File: config.mk
export PLATFORM = sky130hd
export DESIGN_NAME = cfg_reboot_seq
export DESIGN_NICKNAME = d
export VERILOG_FILES = /design/src/rtl/cfg_reboot_pkg.sv /design/src/rtl/reboot_seq_ctrl.sv /design/src/rtl/reboot_word_gen.sv /design/src/rtl/reboot_bit_order.sv /design/src/rtl/cfg_reboot_seq.sv
export SDC_FILE = /design/constraint.sdc
export NUM_CORES = 1
export LEC_CHECK = 0
export ABC_AREA = 1
export BUFFER_PORTS_ARGS = -buffer_cell sky130_fd_sc_hd__buf_2
export CORE_UTILIZATION = 56
export CTS_BUF_LIST = sky130_fd_sc_hd__clkbuf_2 sky130_fd_sc_hd__clkbuf_4 sky130_fd_sc_hd__clkbuf_8
export CTS_CLUSTER_DIAMETER = 80
export DETAILED_ROUTE_END_ITERATION = 16
export PLACE_DENSITY = 0.92
export SYNTH_ARGS = -nofsm -noshare
export SYNTH_HDL_FRONTEND = slang
export SYNTH_SLANG_ARGS = --single-unit
File: constraint.sdc
create_clock -name clk -period 3.5 [get_ports clk]
set_clock_uncertainty 0.2 [all_clocks]
set_input_delay 0.7 -clock clk [delete_from_list [all_inputs] [get_ports clk]]
set_output_delay 0.7 -clock clk [all_outputs]
set_load 0.005 [all_outputs]
File: src/rtl/cfg_reboot_pkg.sv
package cfg_reboot_pkg;

  localparam int WORD_W = 16;

  typedef enum logic [3:0] {
    ST_DUMMY, ST_SYNC0, ST_SYNC1,
    ST_G1_HDR, ST_G1_DAT, ST_G2_HDR, ST_G2_DAT,
    ST_G3_HDR, ST_G3_DAT, ST_G4_HDR, ST_G4_DAT,
    ST_CMD_HDR, ST_CMD_DAT, ST_NOOP
  } step_e;

  localparam logic [5:0] REG_CMD  = 6'h05;
  localparam logic [5:0] REG_GEN1 = 6'h13;
  localparam logic [5:0] REG_GEN2 = 6'h14;
  localparam logic [5:0] REG_GEN3 = 6'h15;
  localparam logic [5:0] REG_GEN4 = 6'h16;

  localparam logic [WORD_W-1:0] W_DUMMY  = 16'hFFFF;
  localparam logic [WORD_W-1:0] W_SYNC0  = 16'hAA99;
  localparam logic [WORD_W-1:0] W_SYNC1  = 16'h5566;
  localparam logic [WORD_W-1:0] W_REBOOT = 16'h000E;
  localparam logic [WORD_W-1:0] W_NOOP   = 16'h2000;

  // type-1 write header carrying one word
  function automatic logic [WORD_W-1:0] wr_hdr(input logic [5:0] reg_num);
    return {3'b001, 2'b10, reg_num, 5'd1};
  endfunction

  function automatic logic [WORD_W-1:0] flip_bytes(input logic [WORD_W-1:0] w);
    logic [WORD_W-1:0] r;
    for (int i = 0; i < WORD_W; i++) r[(i/8)*8 + 7 - (i%8)] = w[i];
    return r;
  endfunction

endpackage

File: src/rtl/reboot_seq_ctrl.sv
module reboot_seq_ctrl
  import cfg_reboot_pkg::*;
(
  input  logic  clk,
  input  logic  rst_n,
  input  logic  start,
  input  logic  stall,
  output step_e step,
  output logic  valid,
  output logic  done,
  output logic  accept
);
  step_e step_q, step_n;
  logic  valid_q, valid_n, done_q, done_n;

  always_comb begin
    step_n  = step_q;
    valid_n = valid_q;
    done_n  = 1'b0;
    accept  = 1'b0;
    if (!valid_q) begin
      if (start) begin
        accept  = 1'b1;
        valid_n = 1'b1;
        step_n  = ST_DUMMY;
      end
    end else if (!stall) begin
      if (step_q == ST_NOOP) begin
        valid_n = 1'b0;
        done_n  = 1'b1;
      end else begin
        step_n = step_e'(step_q + 4'd1);
      end
    end
  end

  always_ff @(posedge clk or negedge rst_n) begin
    if (!rst_n) begin
      step_q  <= ST_DUMMY;
      valid_q <= 1'b0;
      done_q  <= 1'b0;
    end else begin
      step_q  <= step_n;
      valid_q <= valid_n;
      done_q  <= done_n;
    end
  end

  assign step  = step_q;
  assign valid = valid_q;
  assign done  = done_q;
endmodule

File: src/rtl/reboot_word_gen.sv
module reboot_word_gen
  import cfg_reboot_pkg::*;
#(
  parameter int ADDR_W = 24,
  parameter int OP_W   = 8
) (
  input  step_e                step,
  input  logic [ADDR_W-1:0]    mb_addr,
  input  logic [ADDR_W-1:0]    fb_addr,
  input  logic [OP_W-1:0]      mb_op,
  input  logic [OP_W-1:0]      fb_op,
  output logic [WORD_W-1:0]    word
);
  localparam int LO_W = WORD_W;
  localparam int HI_W = ADDR_W - LO_W;

  always_comb begin
    unique case (step)
      ST_DUMMY:   word = W_DUMMY;
      ST_SYNC0:   word = W_SYNC0;
      ST_SYNC1:   word = W_SYNC1;
      ST_G1_HDR:  word = wr_hdr(REG_GEN1);
      ST_G1_DAT:  word = mb_addr[LO_W-1:0];
      ST_G2_HDR:  word = wr_hdr(REG_GEN2);
      ST_G2_DAT:  word = {mb_op, mb_addr[ADDR_W-1 -: HI_W]};
      ST_G3_HDR:  word = wr_hdr(REG_GEN3);
      ST_G3_DAT:  word = fb_addr[LO_W-1:0];
      ST_G4_HDR:  word = wr_hdr(REG_GEN4);
      ST_G4_DAT:  word = {fb_op, fb_addr[ADDR_W-1 -: HI_W]};
      ST_CMD_HDR: word = wr_hdr(REG_CMD);
      ST_CMD_DAT: word = W_REBOOT;
      ST_NOOP:    word = W_NOOP;
      default:    word = W_NOOP;
    endcase
  end
endmodule

File: src/rtl/reboot_bit_order.sv
module reboot_bit_order #(
  parameter int WORD_W       = 16,
  parameter bit REVERSE_BITS = 1'b1
) (
  input  logic [WORD_W-1:0] din,
  output logic [WORD_W-1:0] dout
);
  localparam int BYTES = WORD_W / 8;

  for (genvar b = 0; b < BYTES; b++) begin : g_byte
    for (genvar i = 0; i < 8; i++) begin : g_bit
      if (REVERSE_BITS) begin : g_rev
        assign dout[b*8 + i] = din[b*8 + 7 - i];
      end else begin : g_keep
        assign dout[b*8 + i] = din[b*8 + i];
      end
    end
  end
endmodule

File: src/rtl/cfg_reboot_seq.sv
module cfg_reboot_seq
  import cfg_reboot_pkg::*;
#(
  parameter int ADDR_W       = 24,
  parameter int OP_W         = 8,
  parameter bit REVERSE_BITS = 1'b1
) (
  input  logic              clk,
  input  logic              rst_n,
  input  logic              start_i,
  input  logic [ADDR_W-1:0] mb_addr_i,
  input  logic [ADDR_W-1:0] fb_addr_i,
  input  logic [OP_W-1:0]   mb_op_i,
  input  logic [OP_W-1:0]   fb_op_i,
  input  logic              stall_i,
  output logic [15:0]       word_o,
  output logic              valid_o,
  output logic              busy_o,
  output logic              done_o
);
  logic [1:0]        rst_sync_q;
  logic              rst_int_n;
  logic              accept;
  step_e             step;
  logic [WORD_W-1:0] raw_word;
  logic [ADDR_W-1:0] mb_addr_q, fb_addr_q;
  logic [OP_W-1:0]   mb_op_q, fb_op_q;

  // asynchronous assert, synchronous release
  always_ff @(posedge clk or negedge rst_n) begin
    if (!rst_n) rst_sync_q <= 2'b00;
    else        rst_sync_q <= {rst_sync_q[0], 1'b1};
  end
  assign rst_int_n = rst_sync_q[1];

  // operands latched only when a start is accepted
  always_ff @(posedge clk or negedge rst_int_n) begin
    if (!rst_int_n) begin
      mb_addr_q <= '0;
      fb_addr_q <= '0;
      mb_op_q   <= '0;
      fb_op_q   <= '0;
    end else if (accept) begin
      mb_addr_q <= mb_addr_i;
      fb_addr_q <= fb_addr_i;
      mb_op_q   <= mb_op_i;
      fb_op_q   <= fb_op_i;
    end
  end

  reboot_seq_ctrl u_ctrl (
    .clk    (clk),
    .rst_n  (rst_int_n),
    .start  (start_i),
    .stall  (stall_i),
    .step   (step),
    .valid  (valid_o),
    .done   (done_o),
    .accept (accept)
  );

  reboot_word_gen #(.ADDR_W(ADDR_W), .OP_W(OP_W)) u_gen (
    .step    (step),
    .mb_addr (mb_addr_q),
    .fb_addr (fb_addr_q),
    .mb_op   (mb_op_q),
    .fb_op   (fb_op_q),
    .word    (raw_word)
  );

  reboot_bit_order #(.WORD_W(WORD_W), .REVERSE_BITS(REVERSE_BITS)) u_order (
    .din  (raw_word),
    .dout (word_o)
  );

  assign busy_o = valid_o;
endmodule

== Word level (Yosys, flattened, before mapping) ==
Index checks and enable logic that the tools add are counted.

* Shift-type cells: 0
* Add/subtract/negate cells: 1
* Bitwise logic cells: 0
* Eq/ne operators: 15
* Multipliers: 0
* Magnitude comparators: 0
* Divide/modulo/power cells: 0
* Reductions and logical operators: 3
* Mux-type cells: 13

{| class="wikitable"
|+ Operators by type and width
! operator !! number
|-
| 16-bit one-hot mux with 13 select lines || 1
|-
| 4-bit equality test (second input constant) || 6
|-
| 4-bit by 3-bit equality test with 1-bit output (second input constant) || 4
|-
| 4-bit two-way mux || 4
|-
| 4-bit by 2-bit equality test with 1-bit output (second input constant) || 2
|-
| 1-bit two-way mux || 8
|-
| 4-bit by 1-bit adder with 4-bit output (second input constant) || 1
|-
| 4-bit by 1-bit equality test with 1-bit output (second input constant) || 1
|-
| 4-bit logical NOT || 1
|-
| 2-bit inequality test (second input constant) || 2
|-
| 3-bit AND reduction || 1
|-
| 2-bit nonzero test || 1
|}

* Logic and storage cells: 40
* ROM bits: 0
* Register bits: 72
* Bits in writable memories: 0
* Latch bits: 0
* Memories: 0
* Input port bits: 68

== Logic depth before layout (Yosys ltp) ==
* Depth in word-level cells: 4
* Gate-level depth with buffers: 10

== Hierarchy ==
A second synthesis with hierarchy kept.

* Cell total of the unflattened synthesis: 536
* Area total of the unflattened synthesis: 3876.2 µm²

{| class="wikitable"
|+ By module, submodules not included
! module !! area an instance (µm²) !! seq. area each (µm²) !! times used !! cells an instance
|-
| cfg_reboot_seq || 2507.4 || 1651.6 || 1 || 274
|-
| reboot_word_gen || 873.3 || 0.0 || 1 || 200
|-
| reboot_seq_ctrl || 375.4 || 150.1 || 1 || 46
|-
| reboot_bit_order || 120.1 || 0.0 || 1 || 16
|}

== Worst setup path after synthesis ==
Ideal clock, no wire load.

* Path type: register -> output
* From: register u_ctrl.step_q[0] (netlist: u_ctrl.step[0])
* To: output word_o[5]
* Data arrival time: 1.386 ns
* Setup slack: 1.214 ns
* Stages on the path, launching flop included: 8
* Path through: dfrtp_1 inv_1 ha_1 clkbuf_2 o21ai_0 nand2_1 a21oi_1 nand2_1

* Word-level cells in the longest chain between the ends: 2
* Elaborated cells on any way between the ends: 14
* Classes of those cells: eq/ne (12); mux (1); reduce/logical (1)

{| class="wikitable"
|+ Ends and longest elaborated chain
! item !! RTL line !! text
|-
| start, declared || reboot_seq_ctrl.sv:13 || <nowiki>step_e step_q, step_n;</nowiki>
|-
| start signal, assigned || reboot_seq_ctrl.sv:43 || <nowiki>step_q <= step_n;</nowiki>
|-
| 4-bit equality test, or another cell as far along || reboot_word_gen.sv:18 || <nowiki>unique case (step)</nowiki>
|-
| 16-bit one-hot mux with 13 select lines (*) || reboot_word_gen.sv:18 ||
|-
| end, declared || cfg_reboot_seq.sv:16 || <nowiki>output logic [15:0] word_o,</nowiki>
|}

Mark *: on every way between the ends. The rest lies on a longest branch, timed or not.

== Final worst setup path ==
* From: register u_ctrl.step_q[0] (netlist: u_ctrl.step[0])
* To: output word_o[6]

The elaborated chain is that of the path after synthesis.

==> results.md <==
- Setup TNS: 0 ns
- Multi-input gate area: 0.00165 mm2
- Worst-path maximum fanout: 8
- CTS tree: built
- Register area share after synthesis: 49.0%
- All-Layer GR Usage: 26.4%
- Async SR Flop Fraction: 100%
- Cells after Synth: 353
- DR vias/cell: 5.35
- Critical setup path kind: reg -> out
- IO Count: 87
- DPL Wire Length: 5.91 mm
- # DRC: 0
- Crit path launch type: flip-flop
- Placed cells: 503
- Psw: 1380 uW
- Final hold violation count: 0
- FMAX: 319 MHz
- Warnings from Yosys: 0
- Primary FF master, synth: dfrtp_1
- Number of synthesized flops with an enable pin: 0
- CP required: 2.60 ns
- Top post-synthesis cells by count: nand2_1 (102), dfrtp_1 (72), mux2_2 (36)
- Cell Rows: 29
- Register Area: 0.00180 mm2
- Ratio of cells with drive above 1 in the final layout: 40.4%
- Area contributors post-synth: dfrtp_1 (49%), mux2_2 (11%), mux2_4 (11%), nand2_1 (10%), nor2_1 (2.1%)
- Max-cap violations: 0
- Switching share of power: 38.1%
- PortBufs: 86
- Root Buffer: clkbuf_8
- Power share of the combinational group: 41.9%
- Slew margin rel.: 34.0%
- Max H-tree Level: 3
- Vias in the first global route: 2,952
- Synth Area per Inst: 10.4 um2
- Net count, final: 510
- Routed WL: 8.30 mm
- Initial Util: 57.9%
- Worst R2R Setup Slack: 1.43 ns
- Int Pwr: 2240 uW
- Library cells used by synthesis: 28
- Clock sink count: 72
- Final min period: 3.14 ns
- Hold_ws: 0.0673 ns
- Routed Antenna Nets: 0
- Final Non-Filler Cells: 520
- Worst R2R Path Depth: 3
- CP Capture Type: output pin
- Top cell type's share of synthesized area: 49.0%
- Die width: 83.0 um
- Layout area overhead: 16.4%
- Antenna diodes: 0
- RSZ-0062 raised after global routing: false
- Crit-path slowest cell: o21ai_0
- Dpl ws: 0.770 ns
- Reg-to-Reg Start: u_ctrl.valid$_DFF_PN0_
- Cell with the most instances after synthesis: nand2_1
- Die height: 83.0 um
- Largest net degree at the start of global routing: 68
- Remaining Overflow, GRT: 0
- Static Leak: 0.00232 uW
- Status: finished clean
- Clk pwr share: 17.2%
- Synth area leader: dfrtp_1
- Pwr dens: 844 mW/mm2
- CTS clock-pin slew for the worst setup and hold paths: 0.08 ns
- Pre-antenna DRT Iters: 4
- CP cell instances: inv_1 > ha_1 > o21ai_0 > nand2_1 > nor2_1 > nand3_1 > buf_2
- Fill cells: 469
- Drt wl/cell: 16.0 um
- Syn nets: 425
- Clock latency on the worst-skew pair: 0.36 ns
- Global-route wire length before repair: 14.2 mm
- Critical path's largest stage delay: 0.53 ns
- Peak supply drop: 0.520 mV
- Final Max Slew Viols: 0
- Crit Reg-Reg Endpoint: mb_addr_q[8]$_DFFE_PN0P_
- Hold Path Class: reg -> async
- Worst-Margin Slew: 0.991 ns
- Die footprint: 0.00689 mm2
- Final WS setup: 0.363 ns
- Seq cells post-synth: 72
- TritonCTS buffer count: 9
- Iter 0 DRT Violations: 228
- Crit share post-route: 89.6%
- # setup viols final: 0
- Reg power frac: 40.9%
- Core ar.: 0.00635 mm2
- Clock Tree Buf Depth: 2
- Initial antenna violation count: 0
- GPL Wtd Cong: 0.876
- CP Data Arrival Time: 2.24 ns
- DR vias: 2,784
- Mapped Area: 0.00368 mm2
- Fin util: 67.4%
[critical path: cells and delay by family, from the launching register on]
family                     cells  cell delay [ns]
and+or+nand+nor                3             0.39
AOI/OAI and AO/OA              1             0.53
buffers and inverters          2             0.24
DFF                            1             0.43
adders and majority gates      1             0.29
[cell families after synthesis]
family                     after synthesis  share of synthesized area [%]
AOI/OAI and AO/OA                       17                           2.48
xor gates and xnor gates                 1                          0.238
adders and majority gates                4                           1.36
buffers and inverters                   37                           6.23
DFF                                     72                           49.0
muxes                                   62                           21.6
other                                    1                          0.102
and+or+nand+nor                        159                           19.0
[power by group through the flow]
| stage | Sequential, uW | Combinational [uW] | Clock, uW |
|---|---|---|---|
| after floorplan | 1360 | 1110 | 0 |
| after global placement | 1460 | 1450 | 0 |
| after detailed placement | 1480 | 1500 | 0 |
| after CTS | 1470 | 1510 | 629 |
| after global routing | 1520 | 1680 | 664 |
| final | 1480 | 1510 | 620 |
[cell type report]
cell class	instances	area share, %
clock inverter	6	1.17
timing repair buffer	89	10.6
clock buffer	10	3.21
multi-input combinational	244	38.6
tap	77	2.25
sequential	72	42.1
inverter	22	2.05
[per-stage QoR]
step                      instance area (um2)  total power (uW)
after floorplan                          3680              2470
after global placement                   4080              2910
after detailed placement                 4080              2980
after CTS                                4280              3620
after global routing                     4280              3860
final                                    4280              3610
[timing repair]
| action | in CTS | in global routing |
|---|---|---|
| hold endpoints to repair | 2 | 0 |
| gates resized for setup | 0 | 0 |
| setup buffers | 0 | 0 |
| hold buffers | 1 | 0 |
[flip-flops by register name (all words and copies together), names as in the netlist]
register and flops:
fb_addr_q 24, rst_sync_q 2, fb_op_q 8, u_ctrl.done 1, mb_addr_q 24, u_ctrl.step 4
u_ctrl.valid 1, mb_op_q 8
[cells in the final DEF (no fill, tap or decap), types with 3 or more instances in the layout]
| cell | instances |
|---|---|
| nand2_1 | 102 |
| buf_2 | 86 |
| dfrtp_1 | 71 |
| mux2_2 | 36 |
| mux2_4 | 26 |
| nor2_1 | 21 |
| inv_1 | 19 |
| nand3_1 | 13 |
| nand4_1 | 12 |
| clkbuf_8 | 10 |
| o21ai_0 | 7 |
| a21oi_1 | 7 |
| nor2_4 | 4 |
| ha_1 | 4 |
| nand2_4 | 3 |
| nor3_1 | 3 |
[how the worst max path moves through the flow]
| stage | start | endpoint | slack (ns) | depth (start not counted) |
|---|---|---|---|---|
| after global placement | u_ctrl.step[0]$_DFFE_PN0P_ | word_o[5] | 0.77 | 7 |
| after CTS | u_ctrl.step[0]$_DFFE_PN0P_ | word_o[5] | 0.38 | 7 |
| after global routing | u_ctrl.step[0]$_DFFE_PN0P_ | word_o[5] | 0.07 | 7 |
| final | u_ctrl.step[0]$_DFFE_PN0P_ | word_o[6] | 0.36 | 7 |
| after detailed placement | u_ctrl.step[0]$_DFFE_PN0P_ | word_o[5] | 0.77 | 7 |
| after floorplan | rst_sync_q[1]$_DFF_PN0_ | fb_addr_q[0]$_DFFE_PN0P_ | 1.15 | 0 |
[routing by layer]
layer / part of all wire [%] / GRT usage [%]
met2: 48 / 42.0
met1: 43 / 33.4
met3: 5.9 / 5.07
met5: 0 / 0
met4: 3.3 / 16.5
Power figures use the tool's default switching activity.
